### src/rtl/pwm_duty_guard_pkg.sv
package pwm_duty_guard_pkg;

    typedef enum logic [1:0] {
        ST_WAIT  = 2'd0,
        ST_PASS  = 2'd1,
        ST_SUBST = 2'd2
    } guard_state_t;

    function automatic int unsigned duty_limit(input int unsigned period_clks,
                                               input int unsigned pct);
        return (period_clks * pct) / 100;
    endfunction

endpackage

### src/rtl/pdg_run_meter.sv
module pdg_run_meter #(
    parameter int unsigned LIMIT_CLKS = 122,
    localparam int unsigned RUN_W     = $clog2(LIMIT_CLKS + 1)
) (
    input  logic clk,
    input  logic rst_n,
    input  logic pwm_in,
    output logic pass_ok
);

    localparam logic [RUN_W-1:0] RUN_CAP = RUN_W'(LIMIT_CLKS);

    logic [RUN_W-1:0] run_q;

    always_ff @(posedge clk) begin
        if (!rst_n) begin
            run_q <= '0;
        end else if (!pwm_in) begin
            run_q <= '0;
        end else if (run_q != RUN_CAP) begin
            run_q <= run_q + 1'b1;
        end
    end

    assign pass_ok = pwm_in && (run_q < RUN_CAP);

endmodule

### src/rtl/pdg_period_watch.sv
module pdg_period_watch (
    input  logic clk,
    input  logic rst_n,
    input  logic period_start,
    input  logic pass_ok,
    output logic any_pass
);

    always_ff @(posedge clk) begin
        if (!rst_n) begin
            any_pass <= 1'b0;
        end else if (period_start) begin
            any_pass <= pass_ok;
        end else begin
            any_pass <= any_pass | pass_ok;
        end
    end

endmodule

### src/rtl/pwm_duty_guard.sv
module pwm_duty_guard
    import pwm_duty_guard_pkg::*;
#(
    parameter int unsigned PERIOD_CLKS = 256,
    parameter int unsigned LIMIT_PCT   = 48,
    parameter int unsigned LIMIT_CLKS  = duty_limit(PERIOD_CLKS, LIMIT_PCT)
) (
    input  logic clk,
    input  logic rst_n,
    input  logic period_start,
    input  logic pwm_in,
    output logic pwm_out
);

    guard_state_t state;
    guard_state_t verdict;
    guard_state_t mode_now;
    logic         pass_ok;
    logic         any_pass;

    pdg_run_meter #(.LIMIT_CLKS(LIMIT_CLKS)) u_run (
        .clk     (clk),
        .rst_n   (rst_n),
        .pwm_in  (pwm_in),
        .pass_ok (pass_ok)
    );

    pdg_period_watch u_watch (
        .clk          (clk),
        .rst_n        (rst_n),
        .period_start (period_start),
        .pass_ok      (pass_ok),
        .any_pass     (any_pass)
    );

    always_comb begin
        unique case (state)
            ST_WAIT:  verdict = ST_PASS;
            ST_PASS:  verdict = any_pass ? ST_PASS : ST_SUBST;
            ST_SUBST: verdict = any_pass ? ST_PASS : ST_SUBST;
            default:  verdict = ST_WAIT;
        endcase
        mode_now = period_start ? verdict : state;
    end

    always_ff @(posedge clk) begin
        if (!rst_n) begin
            state <= ST_WAIT;
        end else if (period_start) begin
            state <= verdict;
        end
    end

    always_ff @(posedge clk) begin
        if (!rst_n) begin
            pwm_out <= 1'b0;
        end else begin
            unique case (mode_now)
                ST_WAIT:  pwm_out <= 1'b0;
                ST_PASS:  pwm_out <= pass_ok;
                ST_SUBST: pwm_out <= period_start;
                default:  pwm_out <= 1'b0;
            endcase
        end
    end

endmodule

### config.mk
export PLATFORM = sky130hd
export DESIGN_NAME = pwm_duty_guard
export DESIGN_NICKNAME = d
export VERILOG_FILES = /design/src/rtl/pwm_duty_guard_pkg.sv /design/src/rtl/pdg_run_meter.sv /design/src/rtl/pdg_period_watch.sv /design/src/rtl/pwm_duty_guard.sv
export SDC_FILE = /design/constraint.sdc
export NUM_CORES = 1
export LEC_CHECK = 0
export ABC_AREA = 1
export BUFFER_PORTS_ARGS = -buffer_cell sky130_fd_sc_hd__buf_2
export CAP_MARGIN = 20
export CORE_UTILIZATION = 35
export CTS_CLUSTER_DIAMETER = 50
export CTS_CLUSTER_SIZE = 20
export DETAILED_ROUTE_END_ITERATION = 10
export PLACE_DENSITY = 0.52
export REMOVE_ABC_BUFFERS = 1
export SYNTH_ARGS = -nofsm -noshare
export SYNTH_HDL_FRONTEND = slang
export SYNTH_HIERARCHICAL = 1
export SYNTH_SLANG_ARGS = --single-unit
### constraint.sdc
create_clock -name clk -period 2.8 [get_ports clk]
set_input_delay 0.42 -clock clk [delete_from_list [all_inputs] [get_ports clk]]
set_output_delay 0.42 -clock clk [all_outputs]
set_load 0.005 [all_outputs]
== Word level (Yosys, flattened, before mapping) ==
Cells that the tools add are included.
Storage, ports and cells
  output and inout port bits: 1
  bits in writable memories: 0
  logic and storage cells: 21
  memories kept: 0
  flip-flop bits (word level): 11
  latch bits: 0
  input port bits: 4
  memory bits (read-only): 0
Cells by class
  reduce and logical (&&, ||, !) cells: 4
  divide/modulo/power cells: 0
  equal/unequal tests: 5
  shift operators: 0
  $lt $le $gt $ge: 1
  mux-type cells: 5
  bitwise operators: 1
  add/sub/neg operators: 1
  multiply operators: 0
Operators by type and width (count)
  adder 7 x 1 -> 7 bit (second input constant): 1
  less-than comparator 7 bit (second input constant): 1
  != test 7 bit (second input constant): 1
  equality test 2 x 1 -> 1 bit (second input constant): 2
  equality test 2 bit (second input constant): 2
  2-to-1 mux 2 bit: 2
  case mux 2 bit (2 select lines): 1
  zero test 2 bit: 1
  case mux 1 bit (2 select lines): 1
  AND reduction 2 bit: 1
  OR reduction 2 bit: 1
  logical AND 1 bit: 1
  2-to-1 mux 1 bit: 1
  OR 1 bit: 1

== Longest topological paths before layout ==
Gate-level depths: netlist (run 1).
  depth after elaboration: 6
  mapped depth: 12

== Cells and area by module ==
The synthesis (run 1) kept the hierarchy.
By module, submodules not included
  pdg_run_meter: area each 380.4 µm², cells an instance 58, instances 1, seq. area each 140.1 µm²
  pwm_duty_guard: area each 216.5 µm², cells an instance 31, instances 1, seq. area each 60.1 µm²
  pdg_period_watch: area each 43.8 µm², cells an instance 6, instances 1, seq. area each 20.0 µm²

== Worst setup path before layout (run 1) ==
Ideal clock, no wire load.
  path kind: reg2reg
  start point: register state[0]
  end point: register pwm_out
  data required time: 2690 ps
  arrival time: 1255 ps
  library setup time: 110 ps
  path slack: 1434 ps
  stages on the path, launching flop included: 13
  path through: dfxtp_1 inv_1 ha_1 nand2_1 nand2_1 nand2_2 nand2_2 inv_1 ha_1 nand2_1 nand2_1 nand2_1 nor2_1
Between the ends
  word-level cells in the longest chain between the ends: 6
RTL lines
  start: declaration: line pwm_duty_guard.sv:15  | guard_state_t state;
  start signal: assignment: line pwm_duty_guard.sv:50  | state <= verdict;
  equality test 2 bit or equality test 2 x 1 -> 1 bit (tied branches): line pwm_duty_guard.sv:37  | unique case (state)
  OR reduction 2 bit (no source line)
  case mux 2 bit (2 select lines): line pwm_duty_guard.sv:37
  2-to-1 mux 2 bit *
  via mode_now[0]: line pwm_duty_guard.sv:17  | guard_state_t mode_now;
  equality test 2 bit or equality test 2 x 1 -> 1 bit (tied branches): line pwm_duty_guard.sv:58  | unique case (mode_now)
  case mux 1 bit (2 select lines) *: line pwm_duty_guard.sv:58
  end signal: assignment: line pwm_duty_guard.sv:60  | ST_PASS: pwm_out <= pass_ok;
  end signal: assignment: line pwm_duty_guard.sv:61  | ST_SUBST: pwm_out <= period_start;
  end: declaration: line pwm_duty_guard.sv:12  | output logic pwm_out
The timed path passes the listed nets; every way through them passes the cells marked *.
A chain may end at the register's enable or synchronous reset.

== Final worst setup path (run 1) ==
Ends and elaborated chain as after synthesis.

==> metrics, run 1 <==
Max FO, Critical Path 3; H-tree levels 1; reg2reg setup slack 1.33 ns; Cell Area, Synth 641 µm²; Final setup viols 0; status finished, final reports clean; Area Overhead vs Synth 12.1%; Max Used Layer met4; hold depth 3; Fin Clk Skew 0.000855 ns; post-placement worst setup slack 1.34 ns; final setup TNS 0 ns; first-pass detailed-route iteration total 4; maximum VDD drop 251 µV; total leakage power 0.330 nW; grt ovf 0; drt drc 0; Final Max Tran Viols 0; WL met2 404 µm; Routed WL per cell 8.48 µm; Hold EP u_watch/any_pass; CORE AREA 1730 µm²; total CTS buffers 3; met1 WL 642 µm; Die ar. 2010 µm²; critical path class register to register; # Post-CTS Setup Buffers 0; flops & latches, synth 11; post-synth cell types 17; Max Freq 680 MHz; Setup WS post-layout 1.33 ns; Synth Warn # 6; Routed WL 1090 µm; num ports 5; worst r2r dst pwm_out; CP arrival 1.64 ns; Filler Cell Count 200; post-DP HPWL 845 µm; Seq/Total Area, Yosys 0.344; DR WL met3 25 µm; CTS resizes 0; Hold Path Class input port to register; Clock Sink Count 11; share of layout cells above drive strength 1 0.146; RSZ-0062 raised after global routing false; r2r startpoint state[0]; DRT iter0 DRCs 13; Die H 44.8 µm; CTS tree done; Critical Path Start Type register; num rows 15; Layout Nets 114; R2R depth 12; CTS Hold Buffers Added 0; Final Cycle Share 0.525; initial antenna violation count 0; Mean Syn Cell Area 6.74 µm²; Die W 44.8 µm; WP data required 2.97 ns; max-cap viol count 0; largest net degree at the start of global routing 8; GPL Wtd Cong 0.690; Starting Density 0.371; worst slew pin tran 0.253 ns; gr usage total 0.121; worst-skew pair later-pin latency 0.26 ns; vias in the first global route 395; Worst Setup End Kind register; Pwr Density 436 nW/µm²; Mapped Cells 95; Hold Crit Start rst_n; final hold vios 0; vias per inst 4.27; # diodes 0; Max clock buf depth 2; Vias 547; clock-pin slew on the worst setup and hold paths 0.07 ns; Root Buffer clkbuf_4; antenna-violating nets left 0; IO Port Bufs 4; first-pass GRT wire length 1730 µm; min cycle time layout 1.47 ns; slew margin rel. 0.830
==> metrics by stage <==
stage | instance area (µm²) | std cells | util | hold slack, ns | power [W]
finish | 718 | 128 | 0.416 | 0.413 | 0.000313
global route | 718 | 128 | 0.416 | 0.416 | 0.000335
CTS | 718 | 128 | 0.416 | 0.401 | 0.000321
detailed placement | 692 | 124 | 0.401 | 0.479 | 0.000208
global placement | 692 | 124 | 0.401 | 0.470 | 0.000208
floorplan | 641 | 95 | - | 0.452 | 0.000199
==> cell usage after synthesis <==
master / instances / area, µm²
or2_0: 1 / 6.26
o21ai_0: 1 / 5.00
a21oi_2: 2 / 17.5
ha_1: 6 / 75.1
inv_2: 1 / 3.75
o21bai_1: 1 / 7.51
a21oi_1: 4 / 20.0
nand3_2: 1 / 10.0
nand2_2: 2 / 12.5
inv_1: 19 / 71.3
dfxtp_1: 11 / 220
nand2_1: 22 / 82.6
nand3_1: 7 / 35.0
nor2_2: 2 / 12.5
a21boi_0: 1 / 7.51
nor2_1: 13 / 48.8
nor3_1: 1 / 5.00
==> cells in the final DEF, fill, tap and decap left out, drive strengths merged <==
master  count
dfxtp      11
nor3        1
inv        20
nand2      24
a21boi      1
o21bai      1
o21ai       1
clkbuf      4
ha          6
buf         4
a21oi       6
nor2       15
nand3       8
or2         1
==> worst max-delay path, cell delays in order (launching register included) <==
cell and delay (ns):
dfxtp_1 0.37, inv_1 0.06, ha_1 0.28, nand2_1 0.05, nand2_1 0.07, nand2_2 0.06, nand2_2 0.07, inv_1 0.04
ha_1 0.18, nand2_1 0.06, nand2_1 0.05, nand2_1 0.05, nor2_1 0.04
==> worst max-delay path by stage <==
stage | depth (start not counted) | startpoint | slack [ns] | to
detailed placement | 12 | state[0] | 1.34 | pwm_out
floorplan | 12 | state[0] | 1.43 | pwm_out
finish | 12 | state[0] | 1.33 | pwm_out
global route | 12 | state[0] | 1.25 | pwm_out
CTS | 12 | state[0] | 1.32 | pwm_out
global placement | 12 | state[0] | 1.36 | pwm_out
==> final cells by class <==
class / instances / area, µm² / area share
Clock buffer: 4 / 26.3 / 0.0366
Inverter: 20 / 75.1 / 0.105
Multi-Input combinational cell: 64 / 345 / 0.481
Sequential cell: 11 / 220 / 0.307
Tap cell: 25 / 31.3 / 0.0436
Timing Repair Buffer: 4 / 20.0 / 0.0279
==> cell families after synthesis <==
kind of cell               after synthesis  share of synthesized area
DFF                                     11                      0.344
buffers and inverters                   20                      0.117
adders and majority gates                6                      0.117
and+or+nand+nor                         49                      0.332
AOI/OAI and AO/OA                        9                     0.0899
==> sequential cells by signal, indices dropped and copies added (netlist names) <==
signal and cells:
pwm_out 1, state 2, u_run/run_q 7, u_watch/any_pass 1
==> per-layer routing <==
| layer | global-route usage | up-vias |
|---|---|---|
| li1 | - | 306 |
| met1 | 0.188 | 234 |
| met2 | 0.141 | 5 |
| met3 | 0.0360 | 2 |
| met4 | 0.0727 | 0 |
| met5 | 0 | - |
==> power by group <==
part           internal (W)  switching, W   total, W
registers          0.000162    0.00000422   0.000166
logic             0.0000154     0.0000232  0.0000386
clock network     0.0000550     0.0000538   0.000109
Note: power is estimated with default switching activity, not from simulation.
==> inputs of run 2 (changes only) <==
==> constraint.sdc (replaced) <==
create_clock -name clk -period 1.4 [get_ports clk]
set_input_delay 0.21 -clock clk [delete_from_list [all_inputs] [get_ports clk]]
set_output_delay 0.21 -clock clk [all_outputs]
set_load 0.005 [all_outputs]
==> run 2 against run 1 <==
Fmax increased by 8.7%. Largest cell class unchanged. Utilization increased by 3.5 points. Clock skew about the same.
==> metrics, run 2 (synthesized netlist as in run 1, its figures left out) <==
Filler Cell Count 203 (was 200); num ports 5 (unchanged); Vias 566 (was 547); Critical Path Start Type register (unchanged); r2r startpoint state[1] (was state[0]); largest net degree at the start of global routing 8 (unchanged); most frequent cells in the layout nand2_1 (20), inv_1 (16), nor2_1 (13), dfxtp_1 (9), nand3_1 (7) (was nand2_1 (22), inv_1 (19), nor2_1 (13), dfxtp_1 (11), nand3_1 (7)); reg2reg setup slack 0.05 ns (was 1.33 ns); Top Registers u_run/run_q: 7 flops, state: 2 flops (unchanged); slew margin rel. 0.827 (was 0.830); Hold Path Class input port to register (unchanged); CP arrival 1.51 ns (was 1.64 ns); R2R depth 12 (unchanged); initial antenna violation count 0 (unchanged); Pwr Density 826 nW/µm² (was 436 nW/µm²); # diodes 0 (unchanged); grt ovf 0 (unchanged); Most flops, register u_run/run_q (unchanged); Placed Cells 128 (was 124); Layout Nets 119 (was 114); worst r2r dst pwm_out (unchanged); post-DP HPWL 920 µm (was 845 µm); end of the critical path pwm_out (unchanged); Max Freq 739 MHz (was 680 MHz); first-pass GRT wire length 2010 µm (was 1730 µm); Die ar. 2010 µm² (unchanged); Int Power 0.000483 W (was 0.000232 W); Final Cycle Share 0.967 (was 0.525); WP data required 1.56 ns (was 2.97 ns); Max FO, Critical Path 2 (was 3); final design area excluding fillers 778 µm² (was 718 µm²); Seq pwr share 0.518 (was 0.529); Comb pwr share 0.163 (was 0.123); max-cap viol count 0 (unchanged); net load switching power 0.000160 W (was 0.0000812 W); max reg flops 7 (unchanged); commonest non-fill, non-tap cell in the layout nand2_1 (unchanged); Worst Setup End Kind register (unchanged); final hold vios 0 (unchanged); crit path from state[1] (was state[0]); power share of the clock group 0.320 (was 0.347); vias in the first global route 508 (was 395); min cycle time layout 1.35 ns (was 1.47 ns); total CTS buffers 3 (unchanged); total power 0.000643 W (was 0.000313 W); RSZ-0062 raised after global routing true (was false); Final setup viols 0 (unchanged); DRT iter0 DRCs 7 (was 13); H-tree levels 1 (unchanged); Net Sw Frac 0.249 (was 0.259); Clock Sink Count 11 (unchanged); Routed WL 1170 µm (was 1090 µm); first-pass detailed-route iteration total 4 (unchanged); status finished, final reports clean (unchanged); Root Buffer clkbuf_4 (unchanged); dpl cell area 722 µm² (was 692 µm²); Hold WS 0.207 ns (was 0.413 ns); worst-skew pair later-pin latency 0.26 ns (about the same); Area Overhead vs Synth 21.5% (was 12.1%); clock-pin slew on the worst setup and hold paths 0.06 ns (was 0.07 ns); vias per inst 4.26 (was 4.27); Final Max Tran Viols 0 (unchanged); maximum VDD drop 407 µV (was 251 µV); Die H 44.8 µm (unchanged); IO Port Bufs 4 (unchanged); gr usage total 0.141 (was 0.121); critical path class register to register (unchanged); antenna-violating nets left 0 (unchanged); share of layout cells above drive strength 1 0.269 (was 0.146); GPL Wtd Cong 0.667 (was 0.690); Die W 44.8 µm (unchanged); CORE AREA 1730 µm² (unchanged); Routed WL per cell 8.80 µm (was 8.48 µm); Fin Clk Skew 0.000389 ns (was 0.000855 ns); num rows 15 (unchanged); Max clock buf depth 2 (unchanged); drt drc 0 (unchanged); final cell count without fillers 133 (was 128); CTS tree done (unchanged); worst slew pin tran 0.256 ns (was 0.253 ns); Starting Density 0.371 (unchanged); total leakage power 0.355 nW (was 0.330 nW)
[run 2: timing repair]
action / CTS / global route
endpoints found under the hold margin: 0 / 0
setup endpoints to repair: 1 / 1
pin swaps: 6 / 5
gates resized for setup: 6 / 3
hold buffers: 0 / 0
setup buffers: 1 / 0
[run 2: worst min-delay path by stage]
stage | start | to | slack, ns | cells past startpoint
after floorplan | rst_n | pwm_out | 0.33 | 2
after global placement | u_run/run_q[4] | u_run/run_q[4] | 0.47 | 2
after detailed placement | u_run/run_q[4] | u_run/run_q[4] | 0.47 | 2
after CTS | rst_n | u_watch/any_pass | 0.20 | 3
after global routing | rst_n | u_watch/any_pass | 0.20 | 3
final | rst_n | u_watch/any_pass | 0.21 | 3
[run 2: worst max-delay path, cell delays in order (launching register included)]
cell	delay, ns
dfxtp_2	0.34
inv_2	0.04
ha_4	0.26
nand2_2	0.05
nand2_2	0.06
nand2_2	0.06
nand2_2	0.07
inv_2	0.03
ha_2	0.16
nand2_1	0.06
nand2_1	0.04
nand2_1	0.05
nor2_1	0.03
[run 2: power by group through the flow]
stage	combinational [W]	sequential, W	clock [W]
finish	0.000105	0.000333	0.000206
global route	0.000122	0.000334	0.000235
CTS	0.000102	0.000332	0.000220
detailed placement	0.0000897	0.000338	0
global placement	0.0000886	0.000337	0
floorplan	0.0000597	0.000337	0
[run 2: area by class of cell]
type | instances | area, µm² | share of cell area
multi-input cells | 64 | 365 | 0.469
flip-flops and latches | 11 | 223 | 0.286
well taps | 25 | 31.3 | 0.0402
inverters | 20 | 75.1 | 0.0965
repair buffers | 9 | 57.6 | 0.0740
clock buffers | 4 | 26.3 | 0.0338
[run 2: layer usage]
layer / GRT usage / share of wire / up-vias
li1: - / - / 316
met5: 0 / 0 / -
met1: 0.181 / 0.52 / 242
met3: 0.0480 / 0.026 / 2
met2: 0.209 / 0.43 / 6
met4: 0.0727 / 0.019 / 0
[run 2: metrics by stage]
step	setup WS [ns]	setup TNS, ns	utilization
after CTS	0.0191	0	0.448
after global routing	-0.0496	-0.0496	0.451
after global placement	0.00555	0	0.418
after floorplan	0.0344	0	-
final	0.0468	0	0.451
after detailed placement	-0.0371	-0.0371	0.418
==> inputs of run 3 (changes only) <==
--- a/config.mk
+++ b/config.mk
@@ -9,6 +9,7 @@
 export BUFFER_PORTS_ARGS = -buffer_cell sky130_fd_sc_hd__buf_2
 export CAP_MARGIN = 20
 export CORE_UTILIZATION = 35
+export CTS_BUF_LIST = sky130_fd_sc_hd__clkbuf_16
 export CTS_CLUSTER_DIAMETER = 50
 export CTS_CLUSTER_SIZE = 20
 export DETAILED_ROUTE_END_ITERATION = 10
==> run 3 against run 2 <==
Setup slack improved by 0.0093 ns. Cell count unchanged. Utilization increased by 3.0 points. Critical path depth decreased by 1. Power increased by 46%. Via count increased by 0.35%. Non-clock buffer count unchanged. Sequential share of layout area decreased by 1.8 points. Clock skew increased by 0.0015 ns. Sequential power about the same. Sequential cell count unchanged. Die area unchanged. Largest power group is now clock.
==> metrics, run 3 (synthesized netlist as in run 1, its figures left out) <==
grt ovf 0 (unchanged); Worst Setup End Kind register (unchanged); num ports 5 (unchanged); Top Registers u_run/run_q: 7 flops, state: 2 flops (unchanged); first-pass GRT wire length 2060 µm (was 2010 µm); Final Max Tran Viols 0 (unchanged); Final setup viols 0 (unchanged); Die ar. 2010 µm² (unchanged); Max FO, Critical Path 2 (unchanged); Root Buffer clkbuf_16 (was clkbuf_4); largest net degree at the start of global routing 8 (unchanged); CP arrival 1.47 ns (was 1.51 ns); Hold Path Class input port to register (unchanged); status finished, final reports clean (unchanged); worst slew pin tran 0.261 ns (was 0.256 ns); vias in the first global route 523 (was 508); Fin Clk Skew 0.00192 ns (was 0.000389 ns); IO Port Bufs 4 (unchanged); Clock Sink Count 11 (unchanged); CORE AREA 1730 µm² (unchanged); CTS tree done (unchanged); Die H 44.8 µm (unchanged); most frequent cells in the layout nand2_1 (20), inv_1 (17), nor2_1 (13), dfxtp_1 (9), nand3_1 (7) (was nand2_1 (20), inv_1 (16), nor2_1 (13), dfxtp_1 (9), nand3_1 (7)); slew margin rel. 0.824 (was 0.827); Max Freq 744 MHz (was 739 MHz); Routed WL per cell 9.05 µm (was 8.80 µm); Hold WS 0.239 ns (was 0.207 ns); Filler Cell Count 199 (was 203); Vias 568 (was 566); hold depth 3 (unchanged); vias per inst 4.27 (was 4.26); Max clock buf depth 2 (unchanged); total CTS buffers 3 (unchanged); Critical Path Start Type register (unchanged); drt drc 0 (unchanged); Setup WS post-layout 0.0562 ns (was 0.0468 ns); num rows 15 (unchanged); H-tree levels 1 (unchanged); Area Overhead vs Synth 29.7% (was 21.5%); critical path class register to register (unchanged); antenna-violating nets left 0 (unchanged); clock-pin slew on the worst setup and hold paths 0.04 ns (was 0.06 ns); Final Cycle Share 0.960 (was 0.967); dpl cell area 722 µm² (unchanged); DRT iter0 DRCs 7 (unchanged); total leakage power 0.382 nW (was 0.355 nW); final design area excluding fillers 831 µm² (was 778 µm²); Most flops, register u_run/run_q (unchanged); max reg flops 7 (unchanged); Starting Density 0.371 (unchanged); gr usage total 0.148 (was 0.141); maximum VDD drop 933 µV (was 407 µV); Pwr Density 1130 nW/µm² (was 826 nW/µm²); initial antenna violation count 0 (unchanged); Die W 44.8 µm (unchanged); Layout Nets 119 (unchanged); final hold vios 0 (unchanged); post-placement worst setup slack -0.0371 ns (unchanged); max-cap viol count 0 (unchanged); WP data required 1.53 ns (was 1.56 ns); # diodes 0 (unchanged); R2R depth 11 (was 12); worst-skew pair later-pin latency 0.23 ns (was 0.26 ns); commonest non-fill, non-tap cell in the layout nand2_1 (unchanged); final core utilization 0.481 (was 0.451); first-pass detailed-route iteration total 4 (unchanged); GPL Wtd Cong 0.667 (unchanged); CTS Hold Buffers Added 0 (unchanged); RSZ-0062 raised after global routing true (unchanged); post-DP HPWL 920 µm (unchanged); share of layout cells above drive strength 1 0.269 (unchanged); total power 0.000937 W (was 0.000643 W); min cycle time layout 1.34 ns (was 1.35 ns); Routed WL 1200 µm (was 1170 µm)
-- run 3: changes by cell type in the layout (fill, tap and decap cells not counted), sizes merged --
cell / delta
clkbuf: -1
inv: +1
-- run 3: path summary, 6_finish.rpt --
kind	startpoint	end	slack [ns]
hold reg to reg	u_run/run_q[4]	u_run/run_q[4]	0.49
setup / recovery	state[0]	pwm_out	0.06
setup reg to reg	state[0]	pwm_out	0.06
hold / removal	rst_n	u_watch/any_pass	0.24
-- run 3: layout make-up --
cell class	count	area (µm²)	area share
Clock buffer	3	75.1	0.0904
Clock inverter	1	3.75	0.00452
Inverter	20	75.1	0.0904
Multi-Input combinational cell	64	365	0.440
Sequential cell	11	223	0.268
Tap cell	25	31.3	0.0377
Timing Repair Buffer	9	57.6	0.0693
-- run 3: report_power, final --
part	leakage, nW	switching [W]	internal [W]	total (W)
sequential	0.0904	0.00000843	0.000326	0.000335
combinational	0.249	0.0000554	0.0000487	0.000104
clock	0.0423	0.000125	0.000373	0.000498
total	0.382	0.000188	0.000748	0.000937
-- run 3: worst max-delay path, cell delays in order (launching register included) --
cell and delay [ns]:
dfxtp_2 0.32, buf_4 0.13, ha_1 0.19, nor2_2 0.09, nand2_2 0.06, nand2_2 0.07, inv_2 0.03, ha_2 0.16
nand2_1 0.06, nand2_1 0.04, nand2_1 0.05, nor2_1 0.04
-- run 3: what timing repair did --
action	in CTS	in global routing
resized for setup	4	5
setup endpoints to repair	1	1
pin swaps	4	6
setup buffers	1	0
endpoints found under the hold margin	0	0
-- run 3: per-stage QoR --
step	setup TNS, ns	instances
after floorplan	0	95
after global placement	0	128
after detailed placement	-0.0371	128
after CTS	0	133
after global routing	-0.0413	133
final	0	133
-- run 3: layer usage --
layer,part of all wire,GRT usage,vias to the layer above
met5,0,0,-
met4,0.016,0.0727,0
met3,0.027,0.0600,2
met2,0.46,0.229,4
met1,0.50,0.176,248
li1,-,-,314
